--- config.mk ---
export PLATFORM = sky130hd
export DESIGN_NAME = ob_clamp_servo
export DESIGN_NICKNAME = d
export VERILOG_FILES = /design/src/rtl/obc_pkg.sv /design/src/rtl/obc_strobe_cond.sv /design/src/rtl/obc_err_accum.sv /design/src/rtl/obc_corr_reg.sv /design/src/rtl/ob_clamp_servo.sv
export SDC_FILE = /design/constraint.sdc
export NUM_CORES = 1
export LEC_CHECK = 0
export CAP_MARGIN = 20
export CORE_UTILIZATION = 44
export CTS_BUF_LIST = sky130_fd_sc_hd__clkbuf_2 sky130_fd_sc_hd__clkbuf_4 sky130_fd_sc_hd__clkbuf_8
export DETAILED_ROUTE_END_ITERATION = 6
export HOLD_SLACK_MARGIN = 0.03
export PLACE_DENSITY_LB_ADDON = 0.12
export SKIP_CTS_REPAIR_TIMING = 1
export SLEW_MARGIN = 20
export SYNTH_ARGS = -nofsm -noshare
export SYNTH_HDL_FRONTEND = slang
export SYNTH_SLANG_ARGS = --single-unit
--- constraint.sdc ---
create_clock -name clk -period 10.5 [get_ports clk]
set_input_delay 1.05 -clock clk [delete_from_list [all_inputs] [get_ports clk]]
set_output_delay 1.05 -clock clk [all_outputs]
set_load 0.02 [all_outputs]
--- src/rtl/obc_pkg.sv ---
package obc_pkg;
  localparam int CODE_W   = 8;
  localparam int CODE_MAX = (1 << CODE_W) - 1;
  localparam int CODE_MID = 1 << (CODE_W - 1);
  typedef logic [CODE_W-1:0] code_t;
endpackage

--- src/rtl/obc_strobe_cond.sv ---
module obc_strobe_cond (
  input  logic clk,
  input  logic rst,
  input  logic strobe_raw_i,
  input  logic pol_i,
  output logic active_o,
  output logic fall_o
);
  logic active_q;

  assign active_o = strobe_raw_i ~^ pol_i;
  assign fall_o   = active_q & ~active_o;

  always_ff @(posedge clk) begin
    if (rst) active_q <= 1'b0;
    else     active_q <= active_o;
  end

  // one window end produces exactly one update pulse
  p_single_update_r5: assert property (@(posedge clk) disable iff (rst)
    fall_o |=> !fall_o);
endmodule

--- src/rtl/obc_err_accum.sv ---
module obc_err_accum #(
  parameter int ADC_W    = 10,
  parameter int WIN_LOG2 = 10,
  localparam int ACC_W   = ADC_W + 1 + WIN_LOG2
) (
  input  logic                    clk,
  input  logic                    rst,
  input  logic                    en_i,
  input  logic                    strb_i,
  input  logic                    fall_i,
  input  logic                    vld_i,
  input  logic [ADC_W-1:0]        sample_i,
  input  obc_pkg::code_t          target_i,
  output logic signed [ACC_W-1:0] acc_o
);
  import obc_pkg::*;
  localparam int ERR_W = ADC_W + 1;

  logic signed [ERR_W-1:0] err;
  logic signed [ACC_W-1:0] acc_q;

  assign err   = $signed({1'b0, sample_i}) - $signed({{(ERR_W-CODE_W){1'b0}}, target_i});
  assign acc_o = acc_q;

  always_ff @(posedge clk) begin
    if (rst || !en_i || fall_i)
      acc_q <= '0;
    else if (strb_i && vld_i)
      acc_q <= acc_q + {{WIN_LOG2{err[ERR_W-1]}}, err};
  end

  // each window end empties the sum
  p_window_clear_r8: assert property (@(posedge clk) disable iff (rst)
    fall_i |=> acc_q == '0);
  // no accumulation without an active strobe and a valid sample
  p_gated_sum_r3: assert property (@(posedge clk) disable iff (rst)
    en_i && !fall_i && !(strb_i && vld_i) |=> $stable(acc_q));
endmodule

--- src/rtl/obc_corr_reg.sv ---
module obc_corr_reg #(
  parameter int          ACC_W      = 21,
  parameter logic [2:0]  GAIN_SHIFT = 3'd2
) (
  input  logic                    clk,
  input  logic                    rst,
  input  logic                    en_i,
  input  logic                    fall_i,
  input  logic signed [ACC_W-1:0] acc_i,
  input  obc_pkg::code_t          target_i,
  output obc_pkg::code_t          corr_o
);
  import obc_pkg::*;
  localparam int NW = ACC_W + 1;
  localparam logic signed [NW-1:0] TOP = NW'(CODE_MAX);

  code_t                   corr_q;
  logic signed [ACC_W-1:0] step;
  logic signed [NW-1:0]    nxt;
  code_t                   sat;

  assign step = acc_i >>> GAIN_SHIFT;
  assign nxt  = $signed({{(NW-CODE_W){1'b0}}, corr_q}) - $signed({step[ACC_W-1], step});

  always_comb begin
    if (nxt < 0)        sat = '0;
    else if (nxt > TOP) sat = code_t'(CODE_MAX);
    else                sat = nxt[CODE_W-1:0];
  end

  always_ff @(posedge clk) begin
    if (rst)         corr_q <= code_t'(CODE_MID);
    else if (!en_i)  corr_q <= target_i;
    else if (fall_i) corr_q <= sat;
  end

  assign corr_o = corr_q;

  // the code only moves at a window end while enabled
  p_hold_r4: assert property (@(posedge clk) disable iff (rst)
    en_i && !fall_i |=> corr_q == $past(corr_q));
  // disabled loop applies the target as a static offset
  p_static_r7: assert property (@(posedge clk) disable iff (rst)
    !en_i |=> corr_q == $past(target_i));
  // a positive sum never raises the code (no wrap past 0)
  p_no_wrap_dn_r6: assert property (@(posedge clk) disable iff (rst)
    en_i && fall_i && acc_i > 0 |=> corr_q <= $past(corr_q));
  // a negative sum never lowers the code (no wrap past 255)
  p_no_wrap_up_r6: assert property (@(posedge clk) disable iff (rst)
    en_i && fall_i && acc_i < 0 |=> corr_q >= $past(corr_q));
endmodule

--- src/rtl/ob_clamp_servo.sv ---
module ob_clamp_servo #(
  parameter int         ADC_W      = 10,
  parameter int         WIN_LOG2   = 10,
  parameter logic [2:0] GAIN_SHIFT = 3'd2
) (
  input  logic             clk,
  input  logic             rst,
  input  logic [ADC_W-1:0] adc_sample_i,
  input  logic             sample_vld_i,
  input  logic             clamp_strobe_i,
  input  logic             strobe_pol_i,
  input  logic [7:0]       black_target_i,
  input  logic             loop_en_i,
  output logic [7:0]       dac_code_o
);
  import obc_pkg::*;
  localparam int ACC_W = ADC_W + 1 + WIN_LOG2;

  logic                    strb;
  logic                    fall;
  logic signed [ACC_W-1:0] acc;
  code_t                   corr;

  obc_strobe_cond u_strb (
    .clk          (clk),
    .rst          (rst),
    .strobe_raw_i (clamp_strobe_i),
    .pol_i        (strobe_pol_i),
    .active_o     (strb),
    .fall_o       (fall)
  );

  obc_err_accum #(.ADC_W(ADC_W), .WIN_LOG2(WIN_LOG2)) u_acc (
    .clk      (clk),
    .rst      (rst),
    .en_i     (loop_en_i),
    .strb_i   (strb),
    .fall_i   (fall),
    .vld_i    (sample_vld_i),
    .sample_i (adc_sample_i),
    .target_i (black_target_i),
    .acc_o    (acc)
  );

  obc_corr_reg #(.ACC_W(ACC_W), .GAIN_SHIFT(GAIN_SHIFT)) u_corr (
    .clk      (clk),
    .rst      (rst),
    .en_i     (loop_en_i),
    .fall_i   (fall),
    .acc_i    (acc),
    .target_i (black_target_i),
    .corr_o   (corr)
  );

  assign dac_code_o = corr;

  // reset lands on midscale
  p_reset_mid_r1: assert property (@(posedge clk)
    rst |=> dac_code_o == 8'd128);
endmodule

# --- After elaboration in Yosys (flattened, before gate mapping) ---
# Index checks and enable logic that the tools add are counted.
# Widths: inputs -> output; s select.
word_totals:
  reg_bits: 30
  inputBits: 24
  output_inout_bits: 8
classes:
  addsub: 3
  n_lt_le_gt_ge: 2
  eq_ne: 1
  mux: 4
  bitwise_logic: 3
  n_reduce_logical: 4
ops:
  columns: ["op", "count"]
  rows:
  - ["$mux 8", 4]
  - ["$add 21x21->21", 1]
  - ["$gt 20x9->1 const B", 1]
  - ["$lt 20x1->1 const B", 1]
  - ["$sub 9x19->20", 1]
  - ["$sub 10x8->11", 1]
  - ["$logic_or 1x1->1", 2]
  - ["$ne 2x1->1 const B", 1]
  - ["$and 1x1->1", 1]
  - ["$logic_and 1x1->1", 1]
  - ["$logic_not 1->1", 1]
  - ["$not 1->1", 1]
  - ["$xnor 1x1->1", 1]

# --- Logic depth before layout (Yosys ltp) ---
# Gate-level depths: netlist (run 1).
depth:
  depth_word: 6
  mapped_depth: 21
  depth_no_buf: 21

# --- Cells and area by module ---
# Synthesis (run 1) repeated with hierarchy kept, for this count alone.
unflattened:
  hier_cells: 413
  hier_area_um2: 3249.4
by_module_without_submodules:
  columns: ["module", "n_inst", "cells_each", "area_each_um2"]
  rows:
  - ["obc_err_accum", 1, 267, 2094.5]
  - ["obc_corr_reg", 1, 141, 1112.3]
  - ["obc_strobe_cond", 1, 5, 42.5]

# --- Worst setup path before layout (run 1) ---
# OpenSTA, ideal clock, no wires.
synth_timing:
  kind: "in2reg"
  start: "in adc_sample_i[0]"
  end: "reg u_acc.acc_q[20], in the netlist u_acc.acc_o[20]"
  setup_ps: 70
  arrival_time_ps: 4975
  required_time_ps: 10430
  path_slack_ps: 5454
  path_stages: 18
  n_path_buf: 0
  cell_sequence: "inv_1 ha_1 inv_1 fa_1 a21o_1 a21oi_1 nand2b_1 a21boi_1 o41ai_2 ha_1 and4_1 and2_1 a211oi_1 a21oi_1 a41o_1 o21a_1 or4_1 a21oi_1"
synth_via:
  elab_chain_len: 2
synth_lines:
  columns: ["item", "line", "text"]
  rows:
  - ["start, declared", "ob_clamp_servo.sv:8", "input logic [ADC_W-1:0] adc_sample_i,"]
  - ["$sub 10x8->11", "obc_err_accum.sv:22", "assign err = $signed({1'b0, sample_i}) - $signed({{(ERR_W-CODE_W){1'b0}}, target_i});"]
  - ["$add 21x21->21", "obc_err_accum.sv:29", "acc_q <= acc_q + {{WIN_LOG2{err[ERR_W-1]}}, err};"]
  - ["end signal, assigned", "obc_err_accum.sv:29", null]
  - ["end, declared", "obc_err_accum.sv:20", "logic signed [ACC_W-1:0] acc_q;"]
# Every way passes these cells.
# A chain may end at the register's enable or synchronous reset.

# --- Worst setup path after layout (run 1) ---
layout_timing:
  start: "in black_target_i[0]"
  end: "reg u_acc.acc_q[20], in the netlist u_acc.acc_o[20]"
layout_via:
  elab_chain_len: 2
layout_lines:
  columns: ["item", "line", "text"]
  rows:
  - ["start, declared", "ob_clamp_servo.sv:12", "input logic [7:0] black_target_i,"]
  - ["$sub 10x8->11", "obc_err_accum.sv:22", null]
  - ["$add 21x21->21", "obc_err_accum.sv:29", null]
# Every way passes these cells.

==> impl_metrics.tcl, run 1 <==
set metrics [dict create \
    status "finished, final reports clean" \
    synth_fp_nets 474 \
    async_flop_share_pct 0 \
    met2WireLength_um 3960 \
    layout-drive-gt1-share_pct 5.64 \
    r2r_cells 11 \
    cts_buffer_depth 2 \
    clock_latency_ns 0.28 \
    routed_wl_um 7670 \
    worst_setup_path_start_kind "input port" \
    cts_max_level 2 \
    grt_pass1_vias 2932 \
    gr-total-overflow 0 \
    setup_viol 0 \
    final_cells 539 \
    syn_avg_cell_area_um2 7.59 \
    maxCapViolCount 0 \
    netlist_area_um2 3120 \
    highest_layer "met4" \
    r2r_start "u_acc.acc_o[2]" \
    dieHeight_um 86.2 \
    hold_viol 0 \
    clkTransAtPathRegs_ns 0.07 \
    max_freq_ghz 0.192 \
    dp_slack_ns 5.03 \
    grt_max_degree 24 \
    dieArea_um2 7430 \
    vias 2994 \
    drtIter0Drc 133 \
    crit_type "in -> reg" \
    cts_buffers 5 \
    viasPerCell 5.55 \
    grtUsageTotal_pct 21.8 \
    leakagePower_nw 1.45 \
    dp_cells 531 \
    r2r_slack_ns 7.56 \
    detail_route.wl_per_cell_um 14.2 \
    coreArea_um2 6830 \
    critPathCaptureType "flip-flop" \
    setup_slack_ns 5.30 \
    synth-seq-cells 30 \
    crit_arrival_ns 5.41 \
    rows 30 \
    slew_headroom_pct 45.1 \
    hp-class "reg -> reg" \
    drc 0 \
    dieWidth_um 86.2 \
    cts.sink_count 30 \
    yosys-top-cells-area "dfxtp_1, ha_1, a21oi_1, nand2_1, xnor2_1" \
    yosysWarnings 0 \
    slew_violations 0 \
    rsz0062_at_grt "false" \
    hpwlAfterDp_um 6040 \
    hp-start "u_acc.acc_o[0]" \
    yosysSeqAreaShare_pct 19.3 \
    p_per_area_nw_per_um2 124 \
    worst_r2r_endpoint "u_corr.corr_o[3]" \
    whs_path_depth 2 \
    period_share_pct 49.5 \
    routed-wl-met3_um 208 \
    cts_root_buf "clkbuf_8" \
    holdWs_ns 0.472 \
    tightest_slew_ns 0.823 \
    antenna_found_initial 0 \
    path_max_fanout 12 \
    fin_skew_ns 0.00667 \
    synth_edf_count 0 \
    nets 505 \
    num_antenna_cells 0 \
    period_minus_slack_ns 5.20 \
    firstDrtPassIters 4 \
    synth_cells 411 \
    initial_utilization_pct 45.6 \
    setup-tns-final_ns 0 \
    cts_tree "done" \
    synth_cell_types 58 \
    irDropWorstVdd_uv 105 \
    portBuffers 31 \
    yosysMostFrequentCell "nand2_1" \
    routabilityCongestion 0.854 \
    grt_first_pass_wirelength_um 13100 \
    ys.flop_type "dfxtp_1" \
    synth_common_cells "nand2_1, a21oi_1, ha_1" \
    critPathRequiredTime_ns 10.72 \
    ioPinCount 32 \
    wirelength_met1_um 3390 \
    synth_area_leader_cell "dfxtp_1" \
    ant_nets 0 \
    synth_top_cell_area_share_pct 19.3 \
    syn_to_final_growth_pct 17.5 \
    hold_end "u_acc.acc_o[0]" \
]
## per-stage QoR
step	util (%)	cell area [um^2]	total power [mW]
finish	53.6	3660	0.455
global route	53.6	3660	0.485
CTS	53.6	3660	0.457
detailed placement	51.5	3520	0.308
global placement	51.5	3520	0.305
floorplan	-	3120	0.264
## power by group
part / switching [mW] / internal [mW]
Sequential: 0.00617 / 0.119
Clock: 0.0474 / 0.101
Combinational: 0.101 / 0.0797
## sequential cells by signal (all words and copies together), names as in the netlist
signal and flops:
u_acc.acc_o 21, u_corr.corr_o 8, u_strb.active_q 1
## kinds of logic (layout without fill, tap and decap cells)
family,after synthesis,in the layout,synth area share (%)
buffers and inverters,37,69,4.78
AOI/OAI and AO/OA,140,140,30.1
adders and majority gates,39,39,16.4
muxes,1,1,0.321
xor gates and xnor gates,28,28,8.11
DFF,30,30,19.3
and+or+nand+nor,136,136,21.0
## layer usage
metal | GRT usage (%) | vias up
met1 | 24.9 | 1386
met3 | 3.33 | 13
met5 | 0 | -
met4 | 4.55 | 0
met2 | 42.3 | 44
li1 | - | 1551
## cell type report
class                      instances  area (um^2)
clock buffer                       6         82.6
clock inverter                     2         60.1
fill                             699         3170
inverter                          28          105
multi-input combinational        344         2370
sequential                        30          601
tap                               96          120
timing repair buffer              33          325
## placed cells by master, fill, tap and decap left out, types with 3 or more instances in the layout
cell type,count
o31ai_1,4
nand2_1,55
nand3_1,7
a21boi_1,3
a41oi_1,5
inv_1,28
o21ai_0,17
o21ai_1,8
nor2_1,28
xnor2_1,20
a21oi_1,42
fa_1,3
xor2_1,7
a31oi_1,4
clkdlybuf4s50_1,31
a22oi_1,4
a21o_1,10
nor3_1,15
clkbuf_8,6
o211ai_1,7
o21bai_1,5
a311oi_1,3
nor2b_1,8
o21a_1,8
dfxtp_1,30
ha_1,36
nand2b_1,3
a211oi_1,6
## how the worst max path moves through the flow
| stage | start | endpoint | slack [ns] | cells past startpoint |
|---|---|---|---|---|
| 3_5_place_dp | black_target_i[0] | u_acc.acc_o[20] | 5.03 | 19 |
| 4_1_cts | black_target_i[0] | u_acc.acc_o[20] | 5.30 | 19 |
| 3_3_place_gp | black_target_i[0] | u_acc.acc_o[20] | 5.14 | 19 |
| 2_1_floorplan | adc_sample_i[0] | u_acc.acc_o[20] | 5.45 | 18 |
| 5_1_grt | black_target_i[0] | u_acc.acc_o[20] | 4.96 | 19 |
| 6_report | black_target_i[0] | u_acc.acc_o[20] | 5.30 | 19 |
## worst max-delay path: stages
cell,delay (ns)
clkdlybuf4s50_1,0.49
ha_1,0.20
inv_1,0.06
fa_1,0.39
a21o_1,0.19
a21oi_1,0.20
nand2b_1,0.13
a21boi_1,0.10
o41ai_2,0.23
buf_4,0.25
ha_1,0.32
a21oi_1,0.26
o211ai_1,0.17
nor4_1,0.19
a21oi_1,0.14
a41o_1,0.26
o21a_1,0.18
or4_1,0.47
a21oi_1,0.14
(Power assumes the default switching activity.)
==> run 2, diff against run 1 <==
==> constraint.sdc (replaced) <==
create_clock -name clk -period 5.15 [get_ports clk]
set_input_delay 0.515 -clock clk [delete_from_list [all_inputs] [get_ports clk]]
set_output_delay 0.515 -clock clk [all_outputs]
set_load 0.02 [all_outputs]
==> run 2 against run 1 <==
Effect of this change:
- final cell count fell by 0.19%
- hold slack improved by 0.011 ns
- setup slack lost 4.8 ns
- critical path depth did not move
- critical path type unchanged
==> impl_metrics.tcl, run 2 (same netlist as run 1, synthesis figures left out) <==
set metrics [dict create \
    ant_nets 0 \
    dieHeight_um 86.2 \
    cp_num_buf_inv 3 \
    grt_pass1_vias 2844 \
    cp_common_cell "a21oi_1" \
    drtIter0Drc 123 \
    grtUsageTotal_pct 22.0 \
    maxCapViolCount 0 \
    routed_wl_um 7560 \
    grt_max_degree 24 \
    final_cells 538 \
    dp_slack_ns 0.181 \
    routabilityCongestion 0.854 \
    coreArea_um2 6830 \
    largest_register_ff_count 21 \
    clock_latency_ns 0.29 \
    clkTransAtPathRegs_ns 0.07 \
    final_area_um2 3650 \
    portBuffers 31 \
    critPathCaptureType "flip-flop" \
    period_share_pct 90.6 \
    cts_tree "done" \
    cp_top_family "compound AO/OA/AOI/OAI gates" \
    max_freq_ghz 0.214 \
    nets 504 \
    status "finished, final reports clean" \
    rsz0062_at_grt "false" \
    crit_path_top_delay_cell "clkdlybuf4s50_1" \
    setup_viol 0 \
    rows 30 \
    cts_max_level 2 \
    cts_buffer_depth 2 \
    path_max_fanout 12 \
    hpwlAfterDp_um 5930 \
    dieWidth_um 86.2 \
    setup_slack_ns 0.487 \
    fin_skew_ns 0.00999 \
    finish.utilization_pct 53.5 \
    cts_root_buf "clkbuf_8" \
    dieArea_um2 7430 \
    num_antenna_cells 0 \
    total_power_mw 0.924 \
    critPathRequiredTime_ns 5.36 \
    tightest_slew_ns 0.914 \
    period_minus_slack_ns 4.66 \
    layout_common_cells "nand2_1, a21oi_1, ha_1" \
    worst_setup_path_start_kind "input port" \
    holdWs_ns 0.483 \
    irDropWorstVdd_uv 155 \
    placed_area_um2 3510 \
    hp-class "reg -> reg" \
    antenna_found_initial 0 \
    gr-total-overflow 0 \
    mostFrequentLayoutCell "nand2_1" \
    dp_cells 530 \
    path_cells "clkdlybuf4s50_1 -> ha_1 -> inv_1 -> fa_1 -> a21o_1 -> a21oi_1 -> nand2b_1 -> a21boi_1 -> o41ai_2 -> buf_4 -> ha_1 -> a21oi_1 -> o211ai_1 -> nor4_1 -> a21oi_1 -> a41o_1 -> o21a_1 -> or4_1 -> a21oi_1" \
    ioPinCount 32 \
    cts_buffers 5 \
    viasPerCell 5.48 \
    p_per_area_nw_per_um2 253 \
    initial_utilization_pct 45.6 \
    layout-drive-gt1-share_pct 5.43 \
    slew_violations 0 \
    crit_type "in -> reg" \
    hold_viol 0 \
    syn_to_final_growth_pct 17.2 \
    cts.sink_count 30 \
    grt_first_pass_wirelength_um 12900 \
    leakagePower_nw 1.45 \
    cpPeakStageDelay_ns 0.49 \
    slew_headroom_pct 39.1 \
    drc 0 \
    firstDrtPassIters 4 \
    setup-tns-final_ns 0 \
    crit_arrival_ns 4.87 \
    vias 2947 \
    detail_route.wl_per_cell_um 14.1 \
]
==> run 2: layout make-up <==
type | instances | area [um^2]
Clock buffer | 6 | 82.6
Sequential cell | 30 | 601
Timing Repair Buffer | 32 | 318
Tap cell | 96 | 120
Multi-Input combinational cell | 344 | 2370
Inverter | 28 | 105
Fill cell | 686 | 3180
Clock inverter | 2 | 60.1
==> run 2: worst register-to-register path, cell delays in order, from the launching register on <==
cell and delay [ns]:
dfxtp_1 0.38, ha_1 0.20, inv_1 0.06, fa_1 0.43, a211oi_1 0.34, o21ai_1 0.16, a21oi_2 0.29, nor2_1 0.16
a31oi_1 0.19, o22ai_1 0.09, and3_1 0.28, a311oi_1 0.31
==> run 2: report_power, final <==
part | internal, mW | leakage (nW) | switching, mW
clock network | 0.206 | 0.0714 | 0.0961
logic | 0.162 | 1.13 | 0.204
registers | 0.243 | 0.244 | 0.0124
total | 0.611 | 1.45 | 0.312
==> run 2: path summary, 6_finish.rpt <==
check                     from          endpoint  slack, ns  cells after the start
max          black_target_i[0]   u_acc.acc_o[20]       0.49                     19
min             u_acc.acc_o[0]    u_acc.acc_o[0]       0.48                      2
max reg2reg     u_acc.acc_o[2]  u_corr.corr_o[3]       2.17                     11
min reg2reg     u_acc.acc_o[0]    u_acc.acc_o[0]       0.48                      2
==> run 2: routing by layer <==
layer  GRT usage (%)  up-vias  part of all wire, %
met2            41.3       39                   51
li1                -     1549                    -
met1            26.2     1350                   45
met3            2.95        9                  3.0
met5               0        -                    0
met4            5.61        0                  1.1
